### src/rtl/msi_pkg.sv
package msi_pkg;
  localparam logic [7:0] CAP_ID_MSI = 8'h05;
  localparam logic [1:0] DW_HDR  = 2'd0;
  localparam logic [1:0] DW_ALO  = 2'd1;
  localparam logic [1:0] DW_AHI  = 2'd2;
  localparam logic [1:0] DW_DATA = 2'd3;
  localparam int         EN_BIT  = 16;
  localparam int         MME_LSB = 20;
  localparam int         MMC_LSB = 17;
  localparam int         W64_BIT = 23;
endpackage

### src/rtl/msi_cap_regs.sv
module msi_cap_regs
  import msi_pkg::*;
#(
  parameter int NUM_VEC = 8,
  parameter logic [7:0] NEXT_PTR = 8'h00
) (
  input  logic        clk,
  input  logic        rst,
  input  logic        cfg_we,
  input  logic [1:0]  cfg_dw,
  input  logic [31:0] cfg_wdata,
  output logic [31:0] cfg_rdata,
  output logic        msi_en,
  output logic [2:0]  mme,
  output logic [63:0] msg_addr,
  output logic [15:0] msg_base
);
  localparam logic [2:0] MMC = 3'($clog2(NUM_VEC));

  logic [29:0] addr_lo_q;
  logic [31:0] addr_hi_q;
  logic [15:0] ctrl_word;
  logic [2:0]  mme_wr;
  logic [31:0] rd_mux;

  assign mme_wr = cfg_wdata[MME_LSB +: 3];

  always_ff @(posedge clk) begin
    if (rst) begin
      msi_en    <= 1'b0;
      mme       <= 3'd0;
      addr_lo_q <= '0;
      addr_hi_q <= '0;
      msg_base  <= '0;
    end else if (cfg_we) begin
      case (cfg_dw)
        DW_HDR: begin
          msi_en <= cfg_wdata[EN_BIT];
          mme    <= (mme_wr > MMC) ? MMC : mme_wr;
        end
        DW_ALO:  addr_lo_q <= cfg_wdata[31:2];
        DW_AHI:  addr_hi_q <= cfg_wdata;
        default: msg_base  <= cfg_wdata[15:0];
      endcase
    end
  end

  assign ctrl_word = {8'h00, 1'b1, mme, MMC, msi_en};
  assign msg_addr  = {addr_hi_q, addr_lo_q, 2'b00};

  always_comb begin
    case (cfg_dw)
      DW_HDR:  rd_mux = {ctrl_word, NEXT_PTR, CAP_ID_MSI};
      DW_ALO:  rd_mux = {addr_lo_q, 2'b00};
      DW_AHI:  rd_mux = addr_hi_q;
      default: rd_mux = {16'h0000, msg_base};
    endcase
  end

  always_ff @(posedge clk) begin
    if (rst) cfg_rdata <= '0;
    else     cfg_rdata <= rd_mux;
  end
endmodule

### src/rtl/msi_pending.sv
module msi_pending #(
  parameter int NUM_VEC = 8
) (
  input  logic               clk,
  input  logic               rst,
  input  logic [NUM_VEC-1:0] evt_req,
  input  logic [NUM_VEC-1:0] clr_vec,
  output logic [NUM_VEC-1:0] pending
);
  logic [NUM_VEC-1:0] evt_q;

  for (genvar i = 0; i < NUM_VEC; i++) begin : g_vec
    logic rise;
    assign rise = evt_req[i] & ~evt_q[i];
    always_ff @(posedge clk) begin
      if (rst) begin
        evt_q[i]   <= 1'b0;
        pending[i] <= 1'b0;
      end else begin
        evt_q[i] <= evt_req[i];
        if (rise)            pending[i] <= 1'b1;
        else if (clr_vec[i]) pending[i] <= 1'b0;
      end
    end
  end
endmodule

### src/rtl/msi_arbiter.sv
module msi_arbiter #(
  parameter int NUM_VEC = 8
) (
  input  logic               clk,
  input  logic               rst,
  input  logic               msi_en,
  input  logic [2:0]         mme,
  input  logic [63:0]        msg_addr,
  input  logic [15:0]        msg_base,
  input  logic [NUM_VEC-1:0] pending,
  input  logic               mw_ready,
  output logic               mw_valid,
  output logic [63:0]        mw_addr,
  output logic [31:0]        mw_data,
  output logic [NUM_VEC-1:0] clr_vec
);
  localparam int VW = (NUM_VEC > 1) ? $clog2(NUM_VEC) : 1;

  logic [VW-1:0] pick;
  logic [VW-1:0] cur_sel;
  logic [5:0]    gmax;
  logic [5:0]    vec_fold;
  logic [15:0]   lmask;
  logic [15:0]   enc_data;

  always_comb begin
    pick = '0;
    for (int i = NUM_VEC - 1; i >= 0; i--) begin
      if (pending[i]) pick = VW'(i);
    end
  end

  assign gmax     = 6'((6'd1 << mme) - 6'd1);
  assign vec_fold = (6'(pick) > gmax) ? gmax : 6'(pick);
  assign lmask    = 16'(gmax);
  assign enc_data = (msg_base & ~lmask) | (16'(vec_fold) & lmask);

  always_ff @(posedge clk) begin
    if (rst) begin
      mw_valid <= 1'b0;
      mw_addr  <= '0;
      mw_data  <= '0;
      cur_sel  <= '0;
    end else if (mw_valid) begin
      if (mw_ready) mw_valid <= 1'b0;
    end else if (msi_en && (|pending)) begin
      mw_valid <= 1'b1;
      mw_addr  <= msg_addr;
      mw_data  <= {16'h0000, enc_data};
      cur_sel  <= pick;
    end
  end

  always_comb begin
    clr_vec = '0;
    if (mw_valid && mw_ready) clr_vec[cur_sel] = 1'b1;
  end
endmodule

### src/rtl/msi_irq_gen.sv
module msi_irq_gen #(
  parameter int NUM_VEC = 8,
  parameter logic [7:0] NEXT_PTR = 8'h00
) (
  input  logic               clk,
  input  logic               rst,
  input  logic               cfg_we,
  input  logic [1:0]         cfg_dw,
  input  logic [31:0]        cfg_wdata,
  output logic [31:0]        cfg_rdata,
  input  logic [NUM_VEC-1:0] evt_req,
  output logic               mw_valid,
  input  logic               mw_ready,
  output logic [63:0]        mw_addr,
  output logic [31:0]        mw_data
);
  logic               msi_en;
  logic [2:0]         mme;
  logic [63:0]        msg_addr;
  logic [15:0]        msg_base;
  logic [NUM_VEC-1:0] pending;
  logic [NUM_VEC-1:0] clr_vec;

  msi_cap_regs #(.NUM_VEC(NUM_VEC), .NEXT_PTR(NEXT_PTR)) u_regs (
    .clk(clk), .rst(rst), .cfg_we(cfg_we), .cfg_dw(cfg_dw),
    .cfg_wdata(cfg_wdata), .cfg_rdata(cfg_rdata), .msi_en(msi_en),
    .mme(mme), .msg_addr(msg_addr), .msg_base(msg_base)
  );

  msi_pending #(.NUM_VEC(NUM_VEC)) u_pend (
    .clk(clk), .rst(rst), .evt_req(evt_req), .clr_vec(clr_vec),
    .pending(pending)
  );

  msi_arbiter #(.NUM_VEC(NUM_VEC)) u_arb (
    .clk(clk), .rst(rst), .msi_en(msi_en), .mme(mme),
    .msg_addr(msg_addr), .msg_base(msg_base), .pending(pending),
    .mw_ready(mw_ready), .mw_valid(mw_valid), .mw_addr(mw_addr),
    .mw_data(mw_data), .clr_vec(clr_vec)
  );
endmodule

### config.mk
export PLATFORM = sky130hd
export DESIGN_NAME = msi_irq_gen
export DESIGN_NICKNAME = d
export VERILOG_FILES = /design/src/rtl/msi_pkg.sv /design/src/rtl/msi_cap_regs.sv /design/src/rtl/msi_pending.sv /design/src/rtl/msi_arbiter.sv /design/src/rtl/msi_irq_gen.sv
export SDC_FILE = /design/constraint.sdc
export NUM_CORES = 1
export LEC_CHECK = 0
export CAP_MARGIN = 20
export CORE_UTILIZATION = 54
export CTS_CLUSTER_DIAMETER = 30
export CTS_CLUSTER_SIZE = 20
export DETAILED_ROUTE_END_ITERATION = 8
export PLACE_DENSITY = 0.85
export SLEW_MARGIN = 0
export SYNTH_ARGS = -nofsm -noshare
export SYNTH_HDL_FRONTEND = slang
export SYNTH_SLANG_ARGS = --single-unit
### constraint.sdc
create_clock -name clk -period 3.68 [get_ports clk]
set_input_delay 0.92 -clock clk [delete_from_list [all_inputs] [get_ports clk]]
set_output_delay 0.92 -clock clk [all_outputs]
set_load 0.01 [all_outputs]
==> flow_summary.toml <==
[status]
status = "complete, no violations"

[layout]
fillers = 957
final_cell_count_no_fill = 1318
syn_to_final_growth_pct = 34.9
nNetsFinal = 1162
drive_gt1_share_pct = 7.04

[sta]
finClkSkew_ns = 0.0161
tightest_slew_ns = 0.937
fmax_ghz = 0.393
setup_viol = 0
tns_ns = 0
drv_slew = 0
hold_viol_final = 0
finalCriticalPeriod_ns = 2.54
slew_headroom_pct = 37.5
fin_crit_sh_pct = 69.1
rsz0062_at_grt = "no"

[critical_path]
cp-end-kind = "flip-flop"
r2r_slack_ns = 1.31
arrival_ns = 2.94
path_delay_family = "buffers and inverters"
critical_path_peak_fanout = 20
slowest_delay_ns = 0.60
cp.required_ns = 4.08
path_buf_inv = 4
cp_slowest_cell = "clkdlybuf4s50_1"
path_class = "primary input to flip-flop"
crit_chain = "clkdlybuf4s50_1 > inv_1 > buf_4 > and3_1 > buf_12 > nand2_1 > a21oi_1"
crit_path_start_kind = "primary input"

[cts]
cts_tree = "built"
clock_path_buffers = 3
numCtsBuffers = 35
clkLatencyLatePin_ns = 0.49
cts.sinks = 212
h-tree-depth = 2
cts-root-buf = "clkbuf_16"
post_cts_buffers = 0
clk_pin_slew_ns = 0.05
cts_resized = 0
holdBufCountCts = 0

[synthesis]
synthesis.area_um2 = 7870
yosysSeqAreaShare_pct = 53.9
synth_edf_count = 0
synthTopCellsByArea = "dfxtp_1 (54%), nand2_1 (15%), a21oi_1 (12%)"
postSynth.asyncResetShare_pct = 0
synth_largest_area_cell = "dfxtp_1"
ys_ff_latch = 212
netlist_instances = 973
synth_commonest_cells = "nand2_1 (317), dfxtp_1 (212), a21oi_1 (192), nor2_1 (55), clkbuf_1 (43)"
syn_avg_cell_area_um2 = 8.09
synth-main-ff-cell = "dfxtp_1"
synth.most_common_cell = "nand2_1"
ys_types = 36
yosys_warnings = 0
synth_top_area_share_pct = 53.9

[routing]
drtPass1Iterations = 5
antenna_left = 0
wl_per_cell_um = 16.6
drtIter0Drc = 627
drcViolationCount = 0
via_per_inst = 5.53
vias = 7294
totalWireLength_um = 21900

[global_routing]
antenna_found_initial = 1
overflow = 0
first_global_vias = 7124
grt_use_total_pct = 29.1
grt_pass1_wl_um = 34400
grt_max_degree = 96

[floorplan]
row_count = 43
die_h_um = 123
die-area_um2 = 15100
die_x_um = 123
io_pins = 175
initial_core_util_pct = 56.1
core_um2 = 14000

[power]
power_leakage_nw = 3.82
vdd_drop_max_mv = 0.317
power_density_nw_per_um2 = 566

[worst_hold_path]
hold_class = "flip-flop to flip-flop"

[run]
drv_cap = 0

[placed_design]
place.gp.congestion = 0.847
dp_hpwl_um = 13500
dp.cells = 1256
port_buffers = 156
[metrics by stage]
step	utilization (%)	setup slack (ns)	power (mW)	hold WS [ns]	cell area (um2)
after global routing	75.6	1.06	6.18	0.473	10600
final	75.6	1.14	6.01	0.450	10600
after CTS	75.6	1.20	6.03	0.452	10600
after floorplan	-	1.69	2.64	0.442	7940
after detailed placement	67.0	0.764	2.77	0.446	9410
after global placement	67.0	0.815	2.76	0.442	9410
[worst reg2reg max path, stage by stage, from the launching register on]
cell and delay (ns):
dfxtp_1 0.37, o41ai_1 0.67, inv_1 0.10, ha_1 0.31, nand3_1 0.09, o21ai_0 0.09, nor3_1 0.31, nor2_1 0.08
o32ai_1 0.27
[final cells by class]
cell class	count	area [um2]	share of cell area, %
Sequential cell	212	4240	40.0
Clock inverter	15	194	1.83
Inverter	5	18.8	0.177
Clock buffer	46	1010	9.51
Tap cell	180	225	2.12
Timing Repair Buffer	172	1710	16.1
Antenna cell	1	2.50	0.0236
Multi-Input combinational cell	687	3220	30.3
[cells by family (layout without fill, tap and decap cells)]
kind of cell / after synthesis / after routing / synth area share (%)
compound gates: 227 / 227 / 15.1
flops: 212 / 212 / 53.9
mux: 20 / 20 / 2.54
buf+inv: 91 / 238 / 6.20
fa+ha+maj: 3 / 3 / 0.477
other cells: 1 / 19 / 0.0476
simple gates: 419 / 419 / 21.7
[registers in the layout (all words and copies together) (netlist names)]
name / flops
u_arb.mw_addr: 62
u_arb.mw_data: 16
u_arb.cur_sel: 3
u_regs.mme: 3
u_regs.addr_lo_q: 30
u_regs.addr_hi_q: 32
u_pend.evt_q: 8
u_regs.msi_en: 1
u_pend.pending: 8
u_arb.mw_valid: 1
u_regs.msg_base: 16
u_regs.cfg_rdata: 32
[worst paths after layout]
kind                                   startpoint                    to  depth (start not counted)
worst max register to register  u_pend.pending[0]      u_arb.mw_data[0]                          8
worst max-delay path                    cfg_dw[1]  u_regs.addr_lo_q[18]                          7
worst min register to register   u_arb.mw_data[6]      u_arb.mw_data[6]                          2
worst min-delay path             u_arb.mw_data[6]      u_arb.mw_data[6]                          2
[report_power, final]
part | internal (mW) | leakage [nW] | switching (mW) | total (mW)
combinational | 0.136 | 1.50 | 0.206 | 0.342
sequential | 2.35 | 1.72 | 0.0432 | 2.40
clock | 2.21 | 0.598 | 1.06 | 3.27
total | 4.70 | 3.82 | 1.31 | 6.01
[cell usage in the layout (no fill, tap or decap), types with 5 or more instances in the layout]
cell type | netlist | routed
a21oi_1 | 192 | 192
a22oi_1 | 9 | 9
and3_1 | 5 | 5
buf_4 | 20 | 14
clkbuf_16 | 0 | 37
clkbuf_8 | 0 | 5
clkdlybuf4s50_1 | 0 | 155
clkinv_2 | 0 | 6
conb_1 | 1 | 18
dfxtp_1 | 212 | 212
mux2i_1 | 20 | 20
nand2_1 | 317 | 317
nand2b_1 | 14 | 14
nand3_1 | 6 | 6
nor2_1 | 55 | 54
nor2b_1 | 11 | 11
o21ai_0 | 14 | 14
[per-layer routing]
metal  share of wire, %  wire (um)  up-vias  GRT usage [%]
met1                 40       8790     3422           35.2
li1                   -          -     3452              -
met2                 48      10600      361           48.9
met5                  0          0        -              0
met3                8.9       1950       59           7.30
met4                2.7        589        0           12.4
Power figures use the tool's default switching activity.
